--- config.mk ---
export PLATFORM = sky130hd
export DESIGN_NAME = burst_sram_core
export DESIGN_NICKNAME = d
export VERILOG_FILES = /design/src/rtl/burst_sram_pkg.sv /design/src/rtl/burst_sram_ctrl.sv /design/src/rtl/burst_sram_datapath.sv /design/src/rtl/burst_sram_core.sv
export SDC_FILE = /design/constraint.sdc
export NUM_CORES = 2
export LEC_CHECK = 0
export BUFFER_PORTS_ARGS = -buffer_cell sky130_fd_sc_hd__buf_4
export CAP_MARGIN = 15
export CORE_MARGIN = 2
export CORE_UTILIZATION = 55
export CTS_BUF_LIST = sky130_fd_sc_hd__clkbuf_16
export CTS_CLUSTER_SIZE = 25
export DETAILED_ROUTE_END_ITERATION = 10
export GPL_ROUTABILITY_DRIVEN = 0
export PLACE_DENSITY = 0.71
export SLEW_MARGIN = 20
export SYNTH_ARGS = -nofsm -noshare
export SYNTH_HDL_FRONTEND = slang
export SYNTH_SLANG_ARGS = --single-unit
export TNS_END_PERCENT = 50
--- constraint.sdc ---
create_clock -name clk -period 6.9 [get_ports clk]
set_input_delay 1.38 -clock clk [delete_from_list [all_inputs] [get_ports clk]]
set_output_delay 1.38 -clock clk [all_outputs]
set_load 0.005 [all_outputs]
--- src/rtl/burst_sram_pkg.sv ---
package burst_sram_pkg;
  localparam int LANE_N  = 4;
  localparam int LANE_W  = 8;
  localparam int DATA_W  = LANE_N * LANE_W;
  localparam int BURST_W = 2;

  typedef struct packed {
    logic              loadAddr;
    logic              stepAddr;
    logic [LANE_N-1:0] laneWr;
  } strobeT;
endpackage

--- src/rtl/burst_sram_ctrl.sv ---
module burst_sram_ctrl
  import burst_sram_pkg::*;
(
  input  logic              adspN,
  input  logic              adscN,
  input  logic              advN,
  input  logic              ce1N,
  input  logic              ce2N,
  input  logic              ce2,
  input  logic              gwN,
  input  logic              bweN,
  input  logic [LANE_N-1:0] bwN,
  input  logic              oeN,
  input  logic              active,
  output strobeT            strb,
  output logic              dataOutEn
);
  logic chipSel;
  logic procLoad;
  logic ctrlLoad;
  logic contCycle;
  logic [LANE_N-1:0] laneReq;

  always_comb begin
    chipSel   = !ce1N && !ce2N && ce2;
    procLoad  = chipSel && !adspN;
    ctrlLoad  = chipSel && adspN && !adscN;
    contCycle = adspN && adscN && active;
    if (!gwN)       laneReq = '1;
    else if (!bweN) laneReq = ~bwN;
    else            laneReq = '0;

    strb.loadAddr = procLoad || ctrlLoad;
    strb.stepAddr = contCycle && !advN;
    strb.laneWr   = (ctrlLoad || contCycle) ? laneReq : '0;
    dataOutEn     = active && !oeN && (laneReq == '0);
  end
endmodule

--- src/rtl/burst_sram_datapath.sv ---
module burst_sram_datapath
  import burst_sram_pkg::*;
#(
  parameter int ADDR_W = 6
) (
  input  logic              clk,
  input  logic              rst,
  input  strobeT            strb,
  input  logic [ADDR_W-1:0] addrIn,
  input  logic [DATA_W-1:0] dataIn,
  output logic              active,
  output logic [DATA_W-1:0] dataOut
);
  localparam int DEPTH = 1 << ADDR_W;

  logic [ADDR_W-1:0]  curAddr;
  logic [ADDR_W-1:0]  nextAddr;
  logic [BURST_W-1:0] beatNext;
  logic [DATA_W-1:0]  mem [DEPTH];

  always_comb begin
    beatNext = curAddr[BURST_W-1:0] + BURST_W'(1);
    if (strb.loadAddr)      nextAddr = addrIn;
    else if (strb.stepAddr) nextAddr = {curAddr[ADDR_W-1:BURST_W], beatNext};
    else                    nextAddr = curAddr;
  end

  always_ff @(posedge clk) begin
    if (rst) begin
      curAddr <= '0;
      active  <= 1'b0;
    end else begin
      curAddr <= nextAddr;
      if (strb.loadAddr) active <= 1'b1;
    end
  end

  always_ff @(posedge clk) begin
    for (int lane = 0; lane < LANE_N; lane++) begin
      if (!rst && strb.laneWr[lane])
        mem[nextAddr][lane*LANE_W +: LANE_W] <= dataIn[lane*LANE_W +: LANE_W];
    end
  end

  assign dataOut = mem[curAddr];
endmodule

--- src/rtl/burst_sram_core.sv ---
module burst_sram_core
  import burst_sram_pkg::*;
#(
  parameter int ADDR_W = 6
) (
  input  logic              clk,
  input  logic              rst,
  input  logic [ADDR_W-1:0] addrIn,
  input  logic              adspN,
  input  logic              adscN,
  input  logic              advN,
  input  logic              ce1N,
  input  logic              ce2N,
  input  logic              ce2,
  input  logic              gwN,
  input  logic              bweN,
  input  logic [3:0]        bwN,
  input  logic              oeN,
  input  logic [31:0]       dataIn,
  output logic [31:0]       dataOut,
  output logic              dataOutEn
);
  strobeT strb;
  logic   active;

  burst_sram_ctrl u_ctrl (
    .adspN(adspN), .adscN(adscN), .advN(advN),
    .ce1N(ce1N), .ce2N(ce2N), .ce2(ce2),
    .gwN(gwN), .bweN(bweN), .bwN(bwN), .oeN(oeN),
    .active(active), .strb(strb), .dataOutEn(dataOutEn)
  );

  burst_sram_datapath #(.ADDR_W(ADDR_W)) u_dp (
    .clk(clk), .rst(rst), .strb(strb), .addrIn(addrIn),
    .dataIn(dataIn), .active(active), .dataOut(dataOut)
  );
endmodule

After elaboration in Yosys (flattened, before gate mapping)
Memories as Yosys holds them, arrays and structs flattened. A register that Yosys moved wholly into a read port is not among the register bits.
Index checks and enable logic that the tools add are counted.
{"block": "word_totals", "register_bits": 7, "mem_bits_rw": 2048, "in_bits": 53, "word_cells": 43, "n_memories": 1}
{"block": "classes", "addsub": 1, "mux": 14, "n_bitwise": 1, "reduce_logical": 24}
{"memory": "u_dp.mem", "words": 64, "word_bits": 32, "rd": 1, "rd_clocked_by_memory_dff": 1, "write_ports": 1, "line": "burst_sram_datapath.sv:19", "rtl": "logic [DATA_W-1:0] mem [DEPTH];"}
{"operator": "$logic_and A1 B1 Y1", "count": 14}
{"operator": "$mux W4", "count": 3}
{"operator": "$mux W6", "count": 2}
{"operator": "$mux W1", "count": 8}
{"operator": "$logic_not A1 Y1", "count": 7}
{"operator": "$logic_not A4 Y1", "count": 1}
{"operator": "$not A4 Y4", "count": 1}
{"operator": "$add A2 B1 Y2 const B", "count": 1}
{"operator": "$logic_or A1 B1 Y1", "count": 2}
{"operator": "$mux W2", "count": 1}

Logic depth before layout (Yosys ltp)
{"block": "logic_depth", "depth_word": 10, "ltp_mapped": 10, "mapped_depth_nobuf": 5}

Modules after synthesis
A second synthesis with hierarchy kept.
{"block": "unflattened", "cells_unflattened": 3533, "area_unflattened_um2": 79271.0}
{"mod": "burst_sram_datapath", "n_inst": 1, "cells_each": 3516, "area_each_um2": 79149.7, "seq_area_each_um2": 61639.1}
{"mod": "burst_sram_ctrl", "n_inst": 1, "cells_each": 17, "area_each_um2": 121.4, "seq_area_each_um2": 0.0}

Worst setup path after synthesis
Ideal clock, no wire load.
{"block": "synth_path", "kind": "input -> register", "startpoint": "input ce1N", "endpoint": "memory u_dp.mem[56][10] in the netlist's numbering, enable pin", "setup_ns": 0.370, "arrival_time_ns": 3.083, "slack_ns": 3.447, "path_stages": 6, "path_cell_list": "or3b_4 -> nor2_1 -> buf_2 -> mux2i_1 -> nand2_1 -> nor2_1"}
{"block": "synth_via", "elab_chain_len": 10, "word_cells_on_any_way": 13, "cone_classes": "mux: 4; reduce/logical: 9"}
{"item": "start, declared", "line": "burst_sram_core.sv:12", "rtl": "input logic ce1N,"}
{"item": "$logic_not A1 Y1 (*)", "line": "burst_sram_ctrl.sv:25", "rtl": "chipSel = !ce1N && !ce2N && ce2;"}
{"item": "$logic_and A1 B1 Y1 (*) (2 in a row)", "line": "burst_sram_ctrl.sv:25"}
{"item": "$logic_and A1 B1 Y1 (2 in a row)", "line": "burst_sram_ctrl.sv:27", "rtl": "ctrlLoad = chipSel && adspN && !adscN;"}
{"item": "$logic_or A1 B1 Y1", "line": "burst_sram_ctrl.sv:35", "rtl": "strb.laneWr = (ctrlLoad || contCycle) ? laneReq : '0;"}
{"item": "$mux W4", "line": "burst_sram_ctrl.sv:35"}
{"item": "$logic_and A1 B1 Y1", "line": "burst_sram_datapath.sv:40", "rtl": "if (!rst && strb.laneWr[lane])"}
{"item": "$mux W1", "line": "burst_sram_datapath.sv:40"}
{"item": "$mux W1 (implied by the code)", "line": "burst_sram_datapath.sv:41", "rtl": "mem[nextAddr][lane*LANE_W +: LANE_W] <= dataIn[lane*LANE_W +: LANE_W];"}
{"item": "end, declared", "line": "burst_sram_datapath.sv:19"}
Mark *: on every way between the ends. The rest lies on a longest branch, timed or not.

==> results.md <==
- DRC viols: 18
- Register area share after synthesis: 0.7747
- Most common cell in the netlist: edfxtp_1
- Startpoint Class: register
- Worst skew pair latency: 0.82 ns
- Via density: 6.748
- CTS tree: done
- Hold Path Class: register to register
- #FFs+latches synth: 2,055
- Initial drt markers: 6,441
- Ratio of cells with drive above 1 in the final layout: 0.2368
- Peak supply drop: 0.2836 mV
- Total global routing overflow: 0
- Final Cycle Share: 0.8496
- Die Y: 384.4 um
- PwrDens: 290.2 mW/mm^2
- DPL Wire Length: 117,000 um
- Hold Buf Count CTS: 0
- Boundary Pins: 86
- CP required: 5.52 ns
- Top-area cell type share of the netlist area: 0.7729
- H-tree depth: 4
- Setup bufs post-CTS: 0
- Crit-path slowest cell: nand2_1
- Top_reg_cell synth: edfxtp_1
- Violated checks: DRC
- Die area: 0.1477 sq mm
- Syn_area_per_cell: 21.03 sq um
- Crit path arrival time: 4.48 ns
- Wire length of the first global-routing pass: 288,300 um
- Synthesis-to-finish area growth: 11.38%
- Post-Syn Instances: 3,784
- Clock Skew: 0.03028 ns
- Die width: 384.4 um
- Antenna-violating nets left: 0
- Initial antenna violation count: 6
- Worst slew margin: 0.1521
- Clock sink count: 2,055
- Layout net count: 3,951
- CP Depth: 5
- Slowest stage delay, CP: 0.91 ns
- RSZ-0062 raised after global routing: no
- Placed insts: 5,606
- Post-synth top cells: 2,048 x edfxtp_1, 501 x mux4_2, 336 x nor2_1, 182 x nand2_1, 103 x buf_2
- Detailed Routing Iterations Pass 1: 11
- Largest delay contributor family on the critical path: simple AND/OR/NAND/NOR gates
- Drt total wl: 201,700 um
- CP Buf/Inv Count: 1
- Peak Freq: 170.6 MHz
- Max-slew violations: 0
- Initial Util: 0.5539
- # rows: 139
- Vias in the first global route: 39,750
- Total Power: 25.72 mW
- Final Cell Area: 0.08862 sq mm
- Cell taking the most area after synthesis: edfxtp_1
- Resized cells post-CTS: 0
- Core Region: 0.1437 sq mm
- DP Worst Slack: 1.566 ns
- Max-Cap Viols: 0
- Synth top area cells: edfxtp_1 77%, mux4_2 14%, nor2_1 1.6%
- Clock buffer depth: 3
- Critical Path Sink Type: output port
- Pin count of the biggest net entering global routing: 121
- Hold Crit Depth: 2
- Post-route setup TNS: 0 ns
- Vias post-DR: 40,240
- Async SR Flop Fraction: 0
- Syn. warnings: 0
- Final setup viols: 0
- CP cell instances: nor2b_1, nand2_1, o22ai_1, nor3_1, buf_4
- Worst reg2reg path depth: 6
- Setup WS post-layout: 1.038 ns
- Post-synth net total: 3,837
- Status: finished, violations left
- Placed cell area: 0.08207 sq mm
- EDFF count, synth: 2,048
- Cell Area, Synth: 0.07957 sq mm
- Clock Root Buffer: clkbuf_16
- Fin cells: 5,963
- Num CTS Buffers: 193
- P_leak: 27.18 nW
- Average wire per standard cell: 33.82 um
- Worst slew pin tran: 1.269 ns
- Endpoints failing hold: 0
- Crit Path Class: register to output port
- Reg clk slew, reported paths: 0.06 ns
- Max FO, Critical Path: 24
- Yosys cell types: 50
- Minimum clock period: 5.862 ns
- Buffers on Ports: 85
- Total track usage: 0.2759
-- path summary, 6_finish.rpt --
kind	start	end	slack [ns]
setup / recovery	u_dp.curAddr[4]	dataOut[6]	1.04
hold / removal	u_dp.active	u_dp.active	0.54
setup reg to reg	u_dp.curAddr[0]	u_dp.mem[7][6]	1.58
hold reg to reg	u_dp.active	u_dp.active	0.54
-- worst register-to-register path, cell delays in order, from the launching register on --
cell and delay, ns:
dfxtp_4 0.90, inv_2 0.63, or3_1 0.54, a31oi_2 0.55, nand3_2 1.05, buf_4 0.66
nor2_1 0.62
-- flip-flops by register name (all words and copies together) (netlist names) --
name and cells:
u_dp.mem 2048, u_dp.active 1, u_dp.curAddr 6
-- layout make-up --
cell class                 instances  area [sq um]
sequential                      2055         61660
timing repair buffer             142          1191
antenna                            1         2.502
tap                             1903          2381
clock buffer                     198          4955
clock inverter                   158          1600
fill                            9717         55030
inverter                           5         21.27
multi-input combinational       1501         16820
-- where the power goes --
part / total [mW] / internal [mW] / leakage [nW] / switching, mW
clock: 11.0 / 6.45 / 3.32 / 4.54
combinational: 0.983 / 0.311 / 5.40 / 0.672
sequential: 13.7 / 13.7 / 18.5 / 0.0194
-- layout by cell type (no fill, tap or decap), types with 17 or more instances in the layout --
cell / synthesis / layout
clkbuf_16: 0 / 198
mux2i_1: 94 / 92
edfxtp_1: 2048 / 2048
o21ai_0: 26 / 26
clkinv_2: 0 / 35
o21ai_1: 46 / 46
a22oi_1: 32 / 32
bufinv_16: 0 / 34
buf_4: 33 / 132
mux4_2: 501 / 501
a31oi_1: 37 / 37
nand2_1: 182 / 182
o221ai_1: 17 / 17
nor2_1: 336 / 335
a21oi_1: 32 / 32
o22ai_1: 32 / 32
clkinv_1: 1 / 46
a221oi_1: 57 / 57
inv_1: 1 / 30
-- routing by layer --
layer	vias up	track usage	wire, um
met4	4	0.08673	6387
met3	398	0.06226	24180
li1	15940	-	-
met5	-	0	19
met1	21120	0.4022	76160
met2	2785	0.4217	94930
-- kinds of logic (layout without fill, tap and decap cells) --
family | count (synthesis) | count (layout) | synth area share
buffers and inverters | 228 | 503 | 0.01497
muxes | 597 | 597 | 0.1539
AOI/OAI and AO/OA | 297 | 297 | 0.02500
xor gates and xnor gates | 1 | 1 | 0.0001101
DFF | 2055 | 2055 | 0.7747
and+or+nand+nor | 606 | 606 | 0.03131
other | 0 | 1 | 0
-- through the flow --
stage,hold slack [ns],util
6_report,0.5412,0.6169
5_1_grt,0.5920,0.6169
4_1_cts,0.5396,0.6169
3_5_place_dp,0.5226,0.5713
3_3_place_gp,0.5155,0.5713
2_1_floorplan,0.4856,-
(Power assumes the default switching activity.)
